$ cat config.mk
export PLATFORM = sky130hd
export DESIGN_NAME = pwm3_reset_sync
export DESIGN_NICKNAME = d
export VERILOG_FILES = /design/src/rtl/pwm3_pkg.sv /design/src/rtl/pwm3_regs.sv /design/src/rtl/pwm3_counter.sv /design/src/rtl/pwm3_phase.sv /design/src/rtl/pwm3_cutoff.sv /design/src/rtl/pwm3_reset_sync.sv
export SDC_FILE = /design/constraint.sdc
export NUM_CORES = 1
export LEC_CHECK = 0
export CORE_UTILIZATION = 54
export DETAILED_ROUTE_END_ITERATION = 10
export PLACE_DENSITY = 0.75
export REMOVE_ABC_BUFFERS = 1
export SYNTH_ARGS = -nofsm -noshare
export SYNTH_HDL_FRONTEND = slang
export SYNTH_SLANG_ARGS = --single-unit
$ cat constraint.sdc
create_clock -name clk -period 2.75 [get_ports clk]
set_clock_uncertainty 0.05 [all_clocks]
set_input_delay 0.4125 -clock clk [delete_from_list [all_inputs] [get_ports clk]]
set_output_delay 0.4125 -clock clk [all_outputs]
set_load 0.005 [all_outputs]
$ cat src/rtl/pwm3_pkg.sv
package pwm3_pkg;
  localparam int unsigned DW  = 16;
  localparam int unsigned AW  = 3;
  localparam int unsigned NPH = 3;

  localparam logic [AW-1:0] ADDR_CTRL   = 3'd0;
  localparam logic [AW-1:0] ADDR_PERIOD = 3'd1;
  localparam logic [AW-1:0] ADDR_DUTY0  = 3'd2;

  localparam int unsigned CB_RUN   = 0;
  localparam int unsigned CB_POLP  = 1;
  localparam int unsigned CB_POLN  = 2;
  localparam int unsigned CB_CUTCL = 3;
endpackage

$ cat src/rtl/pwm3_regs.sv
module pwm3_regs
  import pwm3_pkg::*;
#(
  parameter int unsigned P_DW  = DW,
  parameter int unsigned P_AW  = AW,
  parameter int unsigned P_NPH = NPH
) (
  input  logic                       clk,
  input  logic                       rst_n,
  input  logic                       wr_en,
  input  logic [P_AW-1:0]            wr_addr,
  input  logic [P_DW-1:0]            wr_data,
  output logic                       run,
  output logic                       pol_p,
  output logic                       pol_n,
  output logic                       cut_clr,
  output logic [P_DW-1:0]            period,
  output logic [P_NPH-1:0][P_DW-1:0] duty_buf
);
  logic                       run_d, pol_p_d, pol_n_d;
  logic [P_DW-1:0]            period_d;
  logic [P_NPH-1:0][P_DW-1:0] duty_d;
  logic                       sel_ctrl, sel_period;

  assign sel_ctrl   = wr_en && (wr_addr == ADDR_CTRL);
  assign sel_period = wr_en && (wr_addr == ADDR_PERIOD);
  assign cut_clr    = sel_ctrl && wr_data[CB_CUTCL];

  always_comb begin
    run_d    = run;
    pol_p_d  = pol_p;
    pol_n_d  = pol_n;
    period_d = period;
    if (sel_ctrl) begin
      run_d   = wr_data[CB_RUN];
      pol_p_d = wr_data[CB_POLP];
      pol_n_d = wr_data[CB_POLN];
    end
    if (sel_period) period_d = wr_data;
  end

  for (genvar g = 0; g < P_NPH; g++) begin : g_duty
    always_comb begin
      duty_d[g] = duty_buf[g];
      if (wr_en && (wr_addr == P_AW'(ADDR_DUTY0 + g))) duty_d[g] = wr_data;
    end
  end

  always_ff @(posedge clk or negedge rst_n) begin
    if (!rst_n) begin
      run      <= 1'b0;
      pol_p    <= 1'b1;
      pol_n    <= 1'b1;
      period   <= '0;
      duty_buf <= '0;
    end else begin
      run      <= run_d;
      pol_p    <= pol_p_d;
      pol_n    <= pol_n_d;
      period   <= period_d;
      duty_buf <= duty_d;
    end
  end
endmodule

$ cat src/rtl/pwm3_counter.sv
module pwm3_counter #(
  parameter int unsigned P_DW = 16
) (
  input  logic            clk,
  input  logic            rst_n,
  input  logic            run,
  input  logic [P_DW-1:0] period,
  output logic [P_DW-1:0] cnt,
  output logic            clr_evt
);
  logic [P_DW-1:0] cnt_d;

  assign clr_evt = run && (cnt == period);

  always_comb begin
    if (!run)        cnt_d = period;
    else if (clr_evt) cnt_d = '0;
    else              cnt_d = cnt + 1'b1;
  end

  always_ff @(posedge clk or negedge rst_n) begin
    if (!rst_n) cnt <= '0;
    else        cnt <= cnt_d;
  end
endmodule

$ cat src/rtl/pwm3_phase.sv
module pwm3_phase #(
  parameter int unsigned P_DW = 16
) (
  input  logic            clk,
  input  logic            rst_n,
  input  logic            run,
  input  logic            clr_evt,
  input  logic [P_DW-1:0] cnt,
  input  logic [P_DW-1:0] duty_buf,
  output logic [P_DW-1:0] cmp_act,
  output logic            lvl
);
  localparam int unsigned XW = P_DW + 1;
  logic [P_DW-1:0] cmp_d;
  logic            lvl_d;
  logic [XW-1:0]   cnt_nx;
  logic            hit;

  assign cnt_nx = {1'b0, cnt} + XW'(1);
  assign hit    = (cnt_nx == {1'b0, cmp_act});

  always_comb begin
    cmp_d = cmp_act;
    lvl_d = lvl;
    if (!run) begin
      lvl_d = 1'b0;
    end else if (clr_evt) begin
      cmp_d = duty_buf;
      lvl_d = |duty_buf;
    end else if (hit) begin
      lvl_d = ~lvl;
    end
  end

  always_ff @(posedge clk or negedge rst_n) begin
    if (!rst_n) begin
      cmp_act <= '0;
      lvl     <= 1'b0;
    end else begin
      cmp_act <= cmp_d;
      lvl     <= lvl_d;
    end
  end
endmodule

$ cat src/rtl/pwm3_cutoff.sv
module pwm3_cutoff (
  input  logic clk,
  input  logic rst_n,
  input  logic cutoff_in,
  input  logic cut_clr,
  output logic cut_lat,
  output logic cut_force
);
  logic sync1, sync2, lat_d;

  always_comb begin
    lat_d = cut_lat;
    if (sync2)        lat_d = 1'b1;
    else if (cut_clr) lat_d = 1'b0;
  end

  assign cut_force = sync2 | cut_lat;

  always_ff @(posedge clk or negedge rst_n) begin
    if (!rst_n) begin
      sync1   <= 1'b0;
      sync2   <= 1'b0;
      cut_lat <= 1'b0;
    end else begin
      sync1   <= cutoff_in;
      sync2   <= sync1;
      cut_lat <= lat_d;
    end
  end
endmodule

$ cat src/rtl/pwm3_reset_sync.sv
module pwm3_reset_sync
  import pwm3_pkg::*;
#(
  parameter int unsigned P_DW  = DW,
  parameter int unsigned P_AW  = AW,
  parameter int unsigned P_NPH = NPH
) (
  input  logic             clk,
  input  logic             rst_n,
  input  logic             wr_en,
  input  logic [P_AW-1:0]  wr_addr,
  input  logic [P_DW-1:0]  wr_data,
  input  logic             cutoff_in,
  output logic [P_NPH-1:0] pos_out,
  output logic [P_NPH-1:0] neg_out
);
  logic                       run, pol_p, pol_n, cut_clr;
  logic [P_DW-1:0]            period, cnt_q;
  logic [P_NPH-1:0][P_DW-1:0] duty_buf, cmp_act;
  logic                       clr_evt, cut_lat, cut_force;
  logic [P_NPH-1:0]           lvl, pos_d, neg_d;

  pwm3_regs #(.P_DW(P_DW), .P_AW(P_AW), .P_NPH(P_NPH)) u_regs (
    .clk(clk), .rst_n(rst_n), .wr_en(wr_en), .wr_addr(wr_addr), .wr_data(wr_data),
    .run(run), .pol_p(pol_p), .pol_n(pol_n), .cut_clr(cut_clr),
    .period(period), .duty_buf(duty_buf)
  );

  pwm3_counter #(.P_DW(P_DW)) u_cnt (
    .clk(clk), .rst_n(rst_n), .run(run), .period(period),
    .cnt(cnt_q), .clr_evt(clr_evt)
  );

  for (genvar g = 0; g < P_NPH; g++) begin : g_ph
    pwm3_phase #(.P_DW(P_DW)) u_ph (
      .clk(clk), .rst_n(rst_n), .run(run), .clr_evt(clr_evt), .cnt(cnt_q),
      .duty_buf(duty_buf[g]), .cmp_act(cmp_act[g]), .lvl(lvl[g])
    );
  end

  pwm3_cutoff u_cut (
    .clk(clk), .rst_n(rst_n), .cutoff_in(cutoff_in), .cut_clr(cut_clr),
    .cut_lat(cut_lat), .cut_force(cut_force)
  );

  always_comb begin
    if (cut_force) begin
      pos_d = {P_NPH{~pol_p}};
      neg_d = {P_NPH{~pol_n}};
    end else begin
      pos_d = ~(lvl ^ {P_NPH{pol_p}});
      neg_d = lvl ^ {P_NPH{pol_n}};
    end
  end

  always_ff @(posedge clk or negedge rst_n) begin
    if (!rst_n) begin
      pos_out <= '0;
      neg_out <= '0;
    end else begin
      pos_out <= pos_d;
      neg_out <= neg_d;
    end
  end
endmodule

# [After elaboration in Yosys (flattened, before gate mapping)]
# Index checks and enable logic that the tools add are counted.
[word_totals] reg_bits=143 latch_bits=0 mem_bits_rw=0 mem_bits_ro=0 inputBits=23 word_cells=69 n_memories=0
[classes] addsub=2 multipliers=0 n_div=0 order_cmp=0 eq_ne=11 n_shift=0 n_mux=15 n_bitwise=9 n_reduce_logical=13
[ops] op="$eq 17x16->1" n=3
[ops] op="$reduce_or 16->1" n=3
[ops] op="$mux 16" n=2
[ops] op="$add 16x1->17 const B" n=1
[ops] op="$add 16x1->16 const B" n=1
[ops] op="$eq 16x16->1" n=1
[ops] op="$mux 1" n=11
[ops] op="$ne 3x2->1 const B" n=3
[ops] op="$logic_and 1x1->1" n=7
[ops] op="$eq 3x2->1 const B" n=2
[ops] op="$mux 3" n=2
[ops] op="$xor 3x3->3" n=2
[ops] op="$not 1->1" n=5
[ops] op="$eq 3x1->1 const B" n=1
[ops] op="$eq 3x3->1 const B" n=1
[ops] op="$logic_not 3->1" n=1
[ops] op="$not 3->3" n=1
[ops] op="$reduce_and 2->1" n=1
[ops] op="$reduce_bool 2->1" n=1
[ops] op="$or 1x1->1" n=1

# [Depth between registers and ports, before layout]
[depth] ltp_word=5 depth_mapped=9 mapped_depth_nobuf=8

# [Cells and area by module]
# A second synthesis with hierarchy kept.
[hier_totals] hier_cells=668 hier_area_um2=7920.1
[by_module_without_submodules] mod="pwm3_phase" n_inst=3 cells_per_inst=127 area_each_um2=1291.2 seq_area_each_um2=425.4
[by_module_without_submodules] mod="pwm3_regs" n_inst=1 cells_per_inst=147 area_each_um2=2553.7 seq_area_each_um2=1679.1
[by_module_without_submodules] mod="pwm3_counter" n_inst=1 cells_per_inst=116 area_each_um2=1163.6 seq_area_each_um2=400.4
[by_module_without_submodules] mod="pwm3_reset_sync" n_inst=1 cells_per_inst=18 area_each_um2=235.2 seq_area_each_um2=150.1
[by_module_without_submodules] mod="pwm3_cutoff" n_inst=1 cells_per_inst=6 area_each_um2=93.8 seq_area_each_um2=75.1

# [Least setup slack after synthesis]
# No wires, ideal clock.
[synth_path] path_type="register to register" startpoint="register u_cnt.cnt[1]" endpoint="register g_ph[1].u_ph.lvl" arrival_ns=2.491 required_ns=2.626 setup_slack_ns=0.135 path_stages_with_launch=10 synth_period_minus_slack_ns=2.615 path_cell_list="dfrtp_1 > ha_1 > and3_1 > clkbuf_1 > nand4_1 > xnor2_1 > or3_1 > a2111oi_2 > mux2_1 > nor2_1"
[synth_between] elab_chain_len=4 elab_cells_between_ends=7
[synth_lines] item="from (decl)" line_no="pwm3_counter.sv:8" text="output logic [P_DW-1:0] cnt,"
[synth_lines] item="from (signal assigned)" line_no="pwm3_counter.sv:23" text="else cnt <= cnt_d;"
[synth_lines] item="parallel branches: the longest is 4 deep, another holds $add 16x1->17"
[synth_lines] item="to (signal assigned)" line_no="pwm3_phase.sv:41" text="lvl <= lvl_d;"
[synth_lines] item="to (decl)" line_no="pwm3_phase.sv:11" text="output logic lvl"
# Parallel ways; which one is timed is not known.
# A chain may end at the register's enable or synchronous reset.

# [Worst setup path after layout]
# Ends and elaborated chain as after synthesis.

==> metrics.txt <==
Main synth FF type=dfrtp_1; Final Util=0.655; Comb power frac=0.288; Commonest cells post-synth=dfrtp_1, mux2_2, xnor2_1, nor2_1, nand2_1; RePlAce Congestion=0.954; overall routed net length=19100 µm; Hold Path End=u_cut.sync2; Site Rows=42; WP data arrival=2940 ps; Unique masters post-synth=61; PwrDens=847 nW/µm²; # port buffers=28; wire per inst=22.8 µm; crit path max-delay cell type=a2111oi_1; Least-Margin Pin Slew=725 ps; setup slack, reg-to-reg=110 ps; worst slack at placement=50.2 ps; Hold WS=299 ps; HPWL after DPL=13800 µm; slew margin rel.=0.513; number of buffers created by CTS=17; Total GRT Usage=0.294; Hold Startpoint=u_cut.sync1; Clk Latency, worst-skew pair=430 ps; critical path type=register to register; drc violations=0; Syn Inst Count=601; Net Sw Frac=0.317; Worst Hold Class=register to register; Period Utilization, post-route=0.961; Worst R2R Start=u_cnt.cnt[1]; hold path cells=0; # Post-CTS Setup Buffers=0; I/O pin count=29; # fillers=977; routed via count=5049; grt total ovfl=0; Area contributors post-synth=dfrtp_1, mux2_2, xnor2_1; final worst slack=108 ps; delay of the slowest critical-path stage=450 ps; outcome=complete, no violations; number of synthesized flops with an enable pin=0; Die Ht=119 µm; CTS tree=done; total design power=7.37 mW; CTS H-tree depth=4; register area share after synthesis=0.484; CP startpoint kind=register; Yosys top cell by area=dfrtp_1; top-area cell type share of the netlist area=0.477; Max Buffers Root-to-Sink=2; initial antenna violation count=0; CTS root buf=clkbuf_16; share of layout cells above drive strength 1=0.300; most numerous cell in the Yosys netlist=dfrtp_1; final hold vios=0; total of max-cap violations=0; R2R depth=8; endpoints failing setup=0; Synth async-reset ratio=1.00; Die ar.=14200 µm²; P_sw=2.34 mW; first-pass iteration count of the detailed router=5; crit-path max FO=5; largest net degree at the start of global routing=54; Post-Syn Area=7400 µm²; Leak=3.73 nW; area grow syn2layout=17.6%; Slew Viols, Final=0; Peak VDD IR=0.687 mV; crit-path cells=ha_2 -> xnor2_1 -> o211ai_1 -> a2111oi_1 -> o2111ai_1 -> a2111oi_2 -> mux2_1 -> nor2_1; power share of the clock group=0.322; Reg2Reg Capture Point=g_ph[1].u_ph.lvl; Initial Util=0.557; Ys Warns=0; Worst setup EP type=register; via/cell ratio=6.02; Nets=675; FMAX=0.379 GHz; Required @ worst endpoint=3050 ps; clock sinks=143; setup tns final=0 ps; Internal Pwr Total=5.03 mW; width of the die=119 µm; #FFs+latches synth=143; Antenna Nets Post-Route=0; Seq pwr share=0.389; vias in the first global route=5244; unrepaired setup endpoints after global routing=no; post-layout minimum cycle time=2640 ps; Clock transition at path regs=60 ps; Core Area=13300 µm²; first-pass GRT wire length=30500 µm; Avg Synthesized Cell Area=12.3 µm²; ant diodes=0; DR iter-0 viols=339
per-stage QoR:
step	area (µm²)	instances
floorplan	7240	564
global placement	8070	807
detailed placement	8070	807
CTS	8690	839
global route	8700	839
finish	8700	839
routing by layer:
layer  wire length (µm)  share of wire  track usage  vias to the layer above
li1                   -              -            -                     2277
met4                587          0.031        0.118                        0
met2               9220           0.48        0.468                      108
met1               8680           0.45        0.397                     2626
met3                627          0.033       0.0536                       38
met5                  0              0            0                        -
critical path: cells and delay by family (launching register included):
kind | cells | cell delay (ps)
muxes | 1 | 360
adders and majority gates | 1 | 420
and+or+nand+nor | 1 | 100
xor gates and xnor gates | 1 | 150
DFF | 1 | 440
AOI/OAI and AO/OA | 4 | 1060
registers in the layout, summed over array words and instances (netlist names):
name	cells
u_regs.pol_p	1
g_ph.u_ph.lvl	3
u_regs.period	16
pos_out	3
u_regs.run	1
u_cut.cut_lat	1
g_ph.u_ph.cmp_act	48
u_cut.sync1	1
neg_out	3
u_regs.duty_buf	48
u_regs.pol_n	1
u_cnt.cnt	16
u_cut.sync2	1
layout by cell type (no fill, tap or decap), drive strengths merged, types with 4 or more instances in the layout:
cell type / count
nand2b: 8
inv: 15
o211ai: 7
nand4: 18
nor2: 26
xnor3: 16
mux2: 120
o21ai: 14
a21oi: 5
nand2: 25
buf: 40
o31ai: 4
nor4: 17
xnor2: 46
clkbuf: 19
clkdlybuf4s50: 27
and4: 4
o22ai: 6
nand3: 9
o2111ai: 4
and2: 7
nor3: 12
dfrtp: 141
clkinv: 5
xor2: 14
nor2b: 5
worst max-delay path by stage:
stage	startpoint	endpoint	slack, ps
5_1_grt	u_cnt.cnt[4]	g_ph[0].u_ph.lvl	8
3_5_place_dp	u_cnt.cnt[1]	g_ph[1].u_ph.lvl	50
6_report	u_cnt.cnt[1]	g_ph[1].u_ph.lvl	110
3_3_place_gp	u_cnt.cnt[1]	g_ph[1].u_ph.lvl	80
2_1_floorplan	u_cnt.cnt[5]	g_ph[2].u_ph.cmp_act[10]	-1260
4_1_cts	u_cnt.cnt[1]	g_ph[1].u_ph.lvl	30
cell families (layout without fill, tap and decap cells):
family / after synthesis / count (layout) / synth area share
buffers and inverters: 50 / 112 / 0.0286
and+or+nand+nor: 148 / 148 / 0.120
muxes: 122 / 122 / 0.185
adders and majority gates: 1 / 1 / 0.00169
AOI/OAI and AO/OA: 60 / 60 / 0.0580
xor gates and xnor gates: 77 / 77 / 0.123
DFF: 143 / 143 / 0.484
cell type report:
class,instances,area [µm²],share of cell area
multi-input cells,408,3650,0.419
flip-flops and latches,143,3580,0.411
repair buffers,68,597,0.0686
clock buffers,19,453,0.0520
well taps,176,220,0.0253
clock inverters,12,159,0.0183
inverters,13,48.8,0.00561
power groups by stage:
stage / registers, mW / clock network, mW / logic, mW
floorplan: 2.87 / 0 / 1.28
global placement: 2.87 / 0 / 2.03
detailed placement: 2.90 / 0 / 2.08
CTS: 2.87 / 2.40 / 2.10
global route: 2.92 / 2.49 / 2.28
finish: 2.87 / 2.37 / 2.12
timing repair:
| action | in CTS | in global routing |
|---|---|---|
| endpoints found under the hold margin | 47 | 0 |
| resized for setup | 0 | 4 |
| setup endpoints to repair | 0 | 3 |
| hold buffers | 1 | 0 |
(Power assumes the default switching activity.)
